File: src/rtl/opmatch_pkg.sv
// Package: shared types for the operand matching store.
// Holds the per-token action code that the classifier hands to the datapath.
package opmatch_pkg;

    // Action decided for the token presented in the current cycle.
    typedef enum logic [2:0] {
        ACT_IDLE    = 3'd0,   // no token
        ACT_PASS    = 3'd1,   // monadic, forwarded alone
        ACT_STORE   = 3'd2,   // first dyadic operand, parked
        ACT_PAIR    = 3'd3,   // partner found, pair released
        ACT_COLLIDE = 3'd4,   // same port already waiting
        ACT_BADOFF  = 3'd5    // dyadic offset outside matchable range
    } match_act_e;

endpackage

File: src/rtl/om_classify.sv
// Module: om_classify
// Decides, combinationally, what happens to the token presented this cycle.
// Assumes present/stored_port are already read for the token's frame and slot;
// they are ignored unless the token is dyadic and its offset is matchable.
module om_classify
    import opmatch_pkg::*;
#(
    parameter int SLOTS    = 8,
    parameter int OFFSET_W = 8
) (
    input  logic                in_valid,
    input  logic                in_dyadic,
    input  logic                in_port,
    input  logic [OFFSET_W-1:0] in_offset,
    input  logic                present,
    input  logic                stored_port,
    output match_act_e          act
);
    localparam logic [OFFSET_W-1:0] SLOT_LIMIT = OFFSET_W'(SLOTS);

    // Priority: idle, monadic, range check, empty entry, partner, collision.
    always_comb begin
        if (!in_valid)                    act = ACT_IDLE;
        else if (!in_dyadic)              act = ACT_PASS;
        else if (in_offset >= SLOT_LIMIT) act = ACT_BADOFF;
        else if (!present)                act = ACT_STORE;
        else if (stored_port != in_port)  act = ACT_PAIR;
        else                              act = ACT_COLLIDE;
    end

endmodule

File: src/rtl/om_presence.sv
// Module: om_presence
// One presence bit per frame and matchable slot. Set on store, cleared on
// pair; a frame release clears the whole row and wins over a same-cycle set.
// Assumes wr_frame/free_frame/rd_frame are below FRAMES.
module om_presence #(
    parameter int FRAMES = 4,
    parameter int SLOTS  = 8
) (
    input  logic                       clk,
    input  logic                       rst_n,
    input  logic                       set_en,
    input  logic                       clr_en,
    input  logic [$clog2(FRAMES)-1:0]  wr_frame,
    input  logic [$clog2(SLOTS)-1:0]   wr_slot,
    input  logic                       free_en,
    input  logic [$clog2(FRAMES)-1:0]  free_frame,
    input  logic [$clog2(FRAMES)-1:0]  rd_frame,
    input  logic [$clog2(SLOTS)-1:0]   rd_slot,
    output logic                       present
);
    localparam int FRAME_W = $clog2(FRAMES);

    logic [SLOTS-1:0] rows [FRAMES];

    for (genvar f = 0; f < FRAMES; f++) begin : g_row
        logic [SLOTS-1:0] row_q;
        logic [SLOTS-1:0] row_nxt;
        logic             hit_wr;
        logic             hit_free;

        assign hit_wr   = (wr_frame   == FRAME_W'(f));
        assign hit_free = free_en && (free_frame == FRAME_W'(f));

        // Next row: apply set, then clear, then whole-row release.
        always_comb begin
            row_nxt = row_q;
            if (set_en && hit_wr) row_nxt[wr_slot] = 1'b1;
            if (clr_en && hit_wr) row_nxt[wr_slot] = 1'b0;
            if (hit_free)         row_nxt = '0;
        end

        // Row register, emptied by reset.
        always_ff @(posedge clk) begin
            if (!rst_n) row_q <= '0;
            else        row_q <= row_nxt;
        end

        assign rows[f] = row_q;
    end

    assign present = rows[rd_frame][rd_slot];

endmodule

File: src/rtl/om_operand_store.sv
// Module: om_operand_store
// Holds the waiting operand and its port for every frame/slot pair.
// No reset: contents are only meaningful while the presence bit is set.
module om_operand_store #(
    parameter int FRAMES = 4,
    parameter int SLOTS  = 8,
    parameter int DATA_W = 16
) (
    input  logic                       clk,
    input  logic                       wr_en,
    input  logic [$clog2(FRAMES)-1:0]  wr_frame,
    input  logic [$clog2(SLOTS)-1:0]   wr_slot,
    input  logic                       wr_port,
    input  logic [DATA_W-1:0]          wr_data,
    input  logic [$clog2(FRAMES)-1:0]  rd_frame,
    input  logic [$clog2(SLOTS)-1:0]   rd_slot,
    output logic                       rd_port,
    output logic [DATA_W-1:0]          rd_data
);
    localparam int ENTRIES = FRAMES * SLOTS;
    localparam int ADDR_W  = $clog2(ENTRIES);

    logic [DATA_W-1:0] data_mem [ENTRIES];
    logic              port_mem [ENTRIES];
    logic [ADDR_W-1:0] wr_addr;
    logic [ADDR_W-1:0] rd_addr;

    assign wr_addr = ADDR_W'(wr_frame) * ADDR_W'(SLOTS) + ADDR_W'(wr_slot);
    assign rd_addr = ADDR_W'(rd_frame) * ADDR_W'(SLOTS) + ADDR_W'(rd_slot);

    // Capture the first operand and its port.
    always_ff @(posedge clk) begin
        if (wr_en) begin
            data_mem[wr_addr] <= wr_data;
            port_mem[wr_addr] <= wr_port;
        end
    end

    assign rd_data = data_mem[rd_addr];
    assign rd_port = port_mem[rd_addr];

endmodule

File: src/rtl/operand_match_store.sv
// Module: operand_match_store (top)
// Pairs the two operands of dyadic instructions using direct-indexed frame
// slots and presence bits; forwards monadic tokens untouched. One register
// stage: every result appears the cycle after its token.
// Assumes the decoder has already split the token fields and that in_frame
// and free_frame name allocated frames.
module operand_match_store
    import opmatch_pkg::*;
#(
    parameter int FRAMES   = 4,
    parameter int SLOTS    = 8,
    parameter int OFFSET_W = 8,
    parameter int DATA_W   = 16
) (
    input  logic                       clk,
    input  logic                       rst_n,
    input  logic                       in_valid,
    input  logic                       in_dyadic,
    input  logic                       in_port,
    input  logic [OFFSET_W-1:0]        in_offset,
    input  logic [$clog2(FRAMES)-1:0]  in_frame,
    input  logic [DATA_W-1:0]          in_data,
    input  logic                       free_valid,
    input  logic [$clog2(FRAMES)-1:0]  free_frame,
    output logic                       out_valid,
    output logic                       out_pair,
    output logic [OFFSET_W-1:0]        out_offset,
    output logic [$clog2(FRAMES)-1:0]  out_frame,
    output logic [DATA_W-1:0]          out_left,
    output logic [DATA_W-1:0]          out_right,
    output logic                       err_collision,
    output logic                       err_offset
);
    localparam int SLOT_W = $clog2(SLOTS);

    match_act_e        act;
    logic [SLOT_W-1:0] slot;
    logic              present;
    logic              stored_port;
    logic [DATA_W-1:0] stored_data;
    logic [DATA_W-1:0] pair_left;
    logic [DATA_W-1:0] pair_right;

    assign slot = in_offset[SLOT_W-1:0];

    om_presence #(.FRAMES(FRAMES), .SLOTS(SLOTS)) u_presence (
        .clk        (clk),
        .rst_n      (rst_n),
        .set_en     (act == ACT_STORE),
        .clr_en     (act == ACT_PAIR),
        .wr_frame   (in_frame),
        .wr_slot    (slot),
        .free_en    (free_valid),
        .free_frame (free_frame),
        .rd_frame   (in_frame),
        .rd_slot    (slot),
        .present    (present)
    );

    om_operand_store #(.FRAMES(FRAMES), .SLOTS(SLOTS), .DATA_W(DATA_W)) u_store (
        .clk      (clk),
        .wr_en    (act == ACT_STORE),
        .wr_frame (in_frame),
        .wr_slot  (slot),
        .wr_port  (in_port),
        .wr_data  (in_data),
        .rd_frame (in_frame),
        .rd_slot  (slot),
        .rd_port  (stored_port),
        .rd_data  (stored_data)
    );

    om_classify #(.SLOTS(SLOTS), .OFFSET_W(OFFSET_W)) u_classify (
        .in_valid    (in_valid),
        .in_dyadic   (in_dyadic),
        .in_port     (in_port),
        .in_offset   (in_offset),
        .present     (present),
        .stored_port (stored_port),
        .act         (act)
    );

    // Order the pair by port: port 0 goes left whatever arrived first.
    always_comb begin
        if (in_port) begin
            pair_left  = stored_data;
            pair_right = in_data;
        end else begin
            pair_left  = in_data;
            pair_right = stored_data;
        end
    end

    // Output stage: register the result of this cycle's token.
    always_ff @(posedge clk) begin
        if (!rst_n) begin
            out_valid     <= 1'b0;
            out_pair      <= 1'b0;
            out_offset    <= '0;
            out_frame     <= '0;
            out_left      <= '0;
            out_right     <= '0;
            err_collision <= 1'b0;
            err_offset    <= 1'b0;
        end else begin
            out_valid     <= (act == ACT_PASS) || (act == ACT_PAIR);
            out_pair      <= (act == ACT_PAIR);
            err_collision <= (act == ACT_COLLIDE);
            err_offset    <= (act == ACT_BADOFF);
            out_offset    <= in_offset;
            out_frame     <= in_frame;
            out_left      <= (act == ACT_PAIR) ? pair_left  : in_data;
            out_right     <= (act == ACT_PAIR) ? pair_right : '0;
        end
    end

endmodule

File: config.mk
export PLATFORM = sky130hd
export DESIGN_NAME = operand_match_store
export DESIGN_NICKNAME = d
export VERILOG_FILES = /design/src/rtl/opmatch_pkg.sv /design/src/rtl/om_classify.sv /design/src/rtl/om_presence.sv /design/src/rtl/om_operand_store.sv /design/src/rtl/operand_match_store.sv
export SDC_FILE = /design/constraint.sdc
export NUM_CORES = 1
export LEC_CHECK = 0
export ABC_AREA = 1
export CORE_MARGIN = 2
export CORE_UTILIZATION = 35
export DETAILED_ROUTE_END_ITERATION = 6
export GPL_TIMING_DRIVEN = 0
export SYNTH_ARGS = -nofsm -noshare
export SYNTH_HDL_FRONTEND = slang
export SYNTH_HIERARCHICAL = 1
export SYNTH_SLANG_ARGS = --single-unit
File: constraint.sdc
create_clock -name clk -period 10.5 [get_ports clk]
set_input_delay 3.15 -clock clk [delete_from_list [all_inputs] [get_ports clk]]
set_output_delay 3.15 -clock clk [all_outputs]
set_load 0.03 [all_outputs]
==> key figures <==
Timing
  – FMAX: 113.0 MHz
  – Final Hold Vio Count: 0
  – Final setup fails: 0
  – Fin. max-slew vios: 0
  – Measured slew at the worst slew-check pin: 1.026 ns
  – Worst slew margin: 31.50%
  – Setup TNS: 0 ns
  – Unrepaired setup endpoints after global routing: false
  – Clock Skews: 0.02648 ns
  – Min Tclk post-route: 8.847 ns
  – Fin crit share: 84.26%

Power and ir drop
  – Max IR drop VDD: 0.0001347 V
  – Pwr Density: 176.6 nW/um^2
  – Reg power frac: 51.2%
  – Clock network fraction of design power: 41.6%
  – Leak Pwr: 11.16 nW
  – Sw frac: 23.37%
  – Psw: 1.230 mW
  – Logic pwr share: 7.3%
  – Internal power: 4.032 mW

Setup path
  – Worst r2r src: u_store/port_mem[9]
  – CP Data Arrival Time: 9.11 ns
  – Critical path's largest stage delay: 1.13 ns
  – Critical path endpoint category: flop
  – Crit path kind: in -> reg
  – Most frequent cell on the critical path: nand2_1
  – Worst setup SP type: primary input
  – CP Launch Point: in_offset[0]
  – Critical-path top delay cell: clkdlybuf4s50_1
  – Crit path required time: 10.76 ns
  – Crit-path cells: clkdlybuf4s50_1, buf_2, buf_2, nand2_1, nand3_1, nand3_1, nand2_1, nand2_1, nand2_1, nand2_1, nand2_1, nand2_1, nand2_1, nor2_1, nor2_1, nor2_1, nor3_1, nand3_1, nor2_2
  – Max FO, Critical Path: 19

Floorplan
  – Rows: 99
  – Die area: 75150 sq um
  – Die X: 274.1 um
  – Die Y-Extent: 274.1 um
  – Initial Utilization: 35.19%
  – I/O pins: 80
  – Core area: 72590 sq um

Yosys
  – Yosys warns: 6
  – Mean Syn Cell Area: 10.64 sq um
  – Post-synth top cells: nand2_1, edfxtp_1, nand3_1
  – FF+latch count, synth: 622
  – Ys flop type: edfxtp_1
  – Share of synthesized flip-flops with an asynchronous set or reset: 0%
  – Largest family of logic cells by synthesized area: simple AND/OR/NAND/NOR gates
  – Cells after Synth: 2400
  – Post-synth EDFFs: 544
  – Seq/Total Area, Yosys: 70.07%
  – Post-Synth XOR/XNOR Area: 0%
  – Count of cell types in the netlist: 26
  – Net Count, Synth: 2434
  – Top post-synthesis cells by area: edfxtp_1, nand2_1, nand3_1
  – Largest area contributor in the netlist: edfxtp_1
  – Most common cell in the netlist: nand2_1
  – Post-synthesis simple-gate area fraction: 25.02%
  – Synth Area in Adders: 0%
  – Post-synthesis compound-gate area fraction: 1.112%
  – Cell Area, Synth: 25540 sq um
  – Post-synthesis mux area share: 0%
  – Area share of the largest cell type after synthesis: 63.96%

Placed design
  – IO buf count: 79
  – Routability cong.: 0.9351
  – Placed Cells: 3457
  – HPWL after DPL: 49.31 mm

Finish
  – Nets: 2595
  – Final Util: 41.05%
  – Finished Layout Cells: 3570
  – P&R area growth vs syn: 16.66%
  – Share of post-route cells with drive strength above 1: 10.16%

Drt
  – DR DRC count: 0
  – WL per Instance: 20.98 um
  – Vias: 18370
  – Post-Route WL: 74.88 mm
  – 1st-iter DRT viols: 2053
  – Final ANT Viol Nets: 0
  – Pre-Repair DR Iteration Count: 6
  – Routed vias/inst: 5.146

Global route
  – Vias in the first global route: 17170
  – GRT overflow: 0
  – GRT Overall Usage: 19.70%
  – Largest net degree at the start of global routing: 36
  – First-pass GRT wire length: 109.3 mm
  – Initial antenna violation count: 4

Min path
  – HP Class: reg -> reg

Clock tree
  – Worst skew pair latency: 0.65 ns
  – Hold buffers post-CTS: 0
  – CTS tree: yes
  – TritonCTS Buffers: 61
  – H-tree depth: 2
  – Register clock-pin slew on the reported worst setup and hold paths: 0.06 ns
  – Root Buffer: clkbuf_16
  – Setup Buffers After CTS: 0
  – Clock sink count: 622
  – Resized cells post-CTS: 0
  – Deepest clock path buffer count: 3

Run
  – Max-cap violations: 0

Outcome
  – Outcome: finished, final reports clean
-- final timing paths --
path | cells after the start | endpoint | slack, ns
setup reg to reg | 16 | u_store/port_mem[7] | 5.87
hold / removal | 2 | flop | 0.51
setup / recovery | 19 | u_store/port_mem[7] | 1.65
hold reg to reg | 2 | flop | 0.51
-- cell families (layout without fill, tap and decap cells) --
| group | Yosys count | after routing |
|---|---|---|
| other | 0 | 2 |
| buffers and inverters | 213 | 422 |
| flip-flops | 622 | 622 |
| AND/OR/NAND/NOR | 1512 | 1512 |
| AO/OA/AOI/OAI | 53 | 53 |
-- per-layer routing --
metal	vias to the layer above	track usage, %	share of wire [%]	wire length [um]
li1	8514	-	-	-
met1	8956	27.68	42	31620
met2	788	32.08	47	35270
met3	110	2.829	8.3	6206
met4	2	5.006	2.4	1784
met5	-	0	0.0093	7
-- layout make-up --
cell class | instances | area, sq um
diodes | 2 | 5.005
multi-input cells | 1565 | 6746
repair buffers | 98 | 975.9
fillers | 6922 | 42790
clock inverters | 36 | 421.7
flip-flops and latches | 622 | 17900
inverters | 84 | 315.3
clock buffers | 75 | 1579
well taps | 959 | 1200
plain buffers | 129 | 655.6
-- cells in the final DEF (no fill, tap or decap), types with 17 or more instances in the layout --
master           count
clkdlybuf4s50_1     62
nand3_1            454
dfxtp_1             78
a21oi_1             48
nor3_1              33
buf_4               17
nand2_1            905
inv_1               76
buf_2               91
nor2_1              74
edfxtp_1           544
clkbuf_16           61
nor2_2              31
clkbuf_1            42
-- worst max-delay path: cells and delay by family --
family | cells | cell delay, ns
and+or+nand+nor | 16 | 3.93
buffers and inverters | 3 | 1.97
-- power groups by stage --
stage | Combinational, mW | Clock [mW] | Sequential [mW]
after floorplan | 0.183 | 0 | 2.76
after global placement | 0.373 | 0 | 2.75
after detailed placement | 0.376 | 0 | 2.75
after CTS | 0.378 | 2.22 | 2.69
after global routing | 0.413 | 2.31 | 2.69
final | 0.382 | 2.19 | 2.69
-- per-stage QoR --
| stage | worst slack, ns | cell area [sq um] | hold slack (ns) | power (mW) |
|---|---|---|---|---|
| 2_1_floorplan | 4.271 | 25540 | 0.4839 | 2.940 |
| 3_3_place_gp | 0.6195 | 27530 | 0.4946 | 3.122 |
| 3_5_place_dp | 0.7365 | 27780 | 0.5009 | 3.122 |
| 4_1_cts | 1.386 | 29780 | 0.5111 | 5.293 |
| 5_1_grt | 1.388 | 29790 | 0.5283 | 5.418 |
| 6_report | 1.653 | 29800 | 0.5069 | 5.261 |
-- registers in the layout, summed over array words and instances, names as in the netlist, named ones only --
register,flops
out_offset,8
out_pair,1
err_offset,1
out_frame,2
u_store/port_mem,32
u_presence/g_row.row_q,11
err_collision,1
out_right,16
u_store/data_mem,512
out_valid,1
out_left,16
Power figures use the tool's default switching activity.
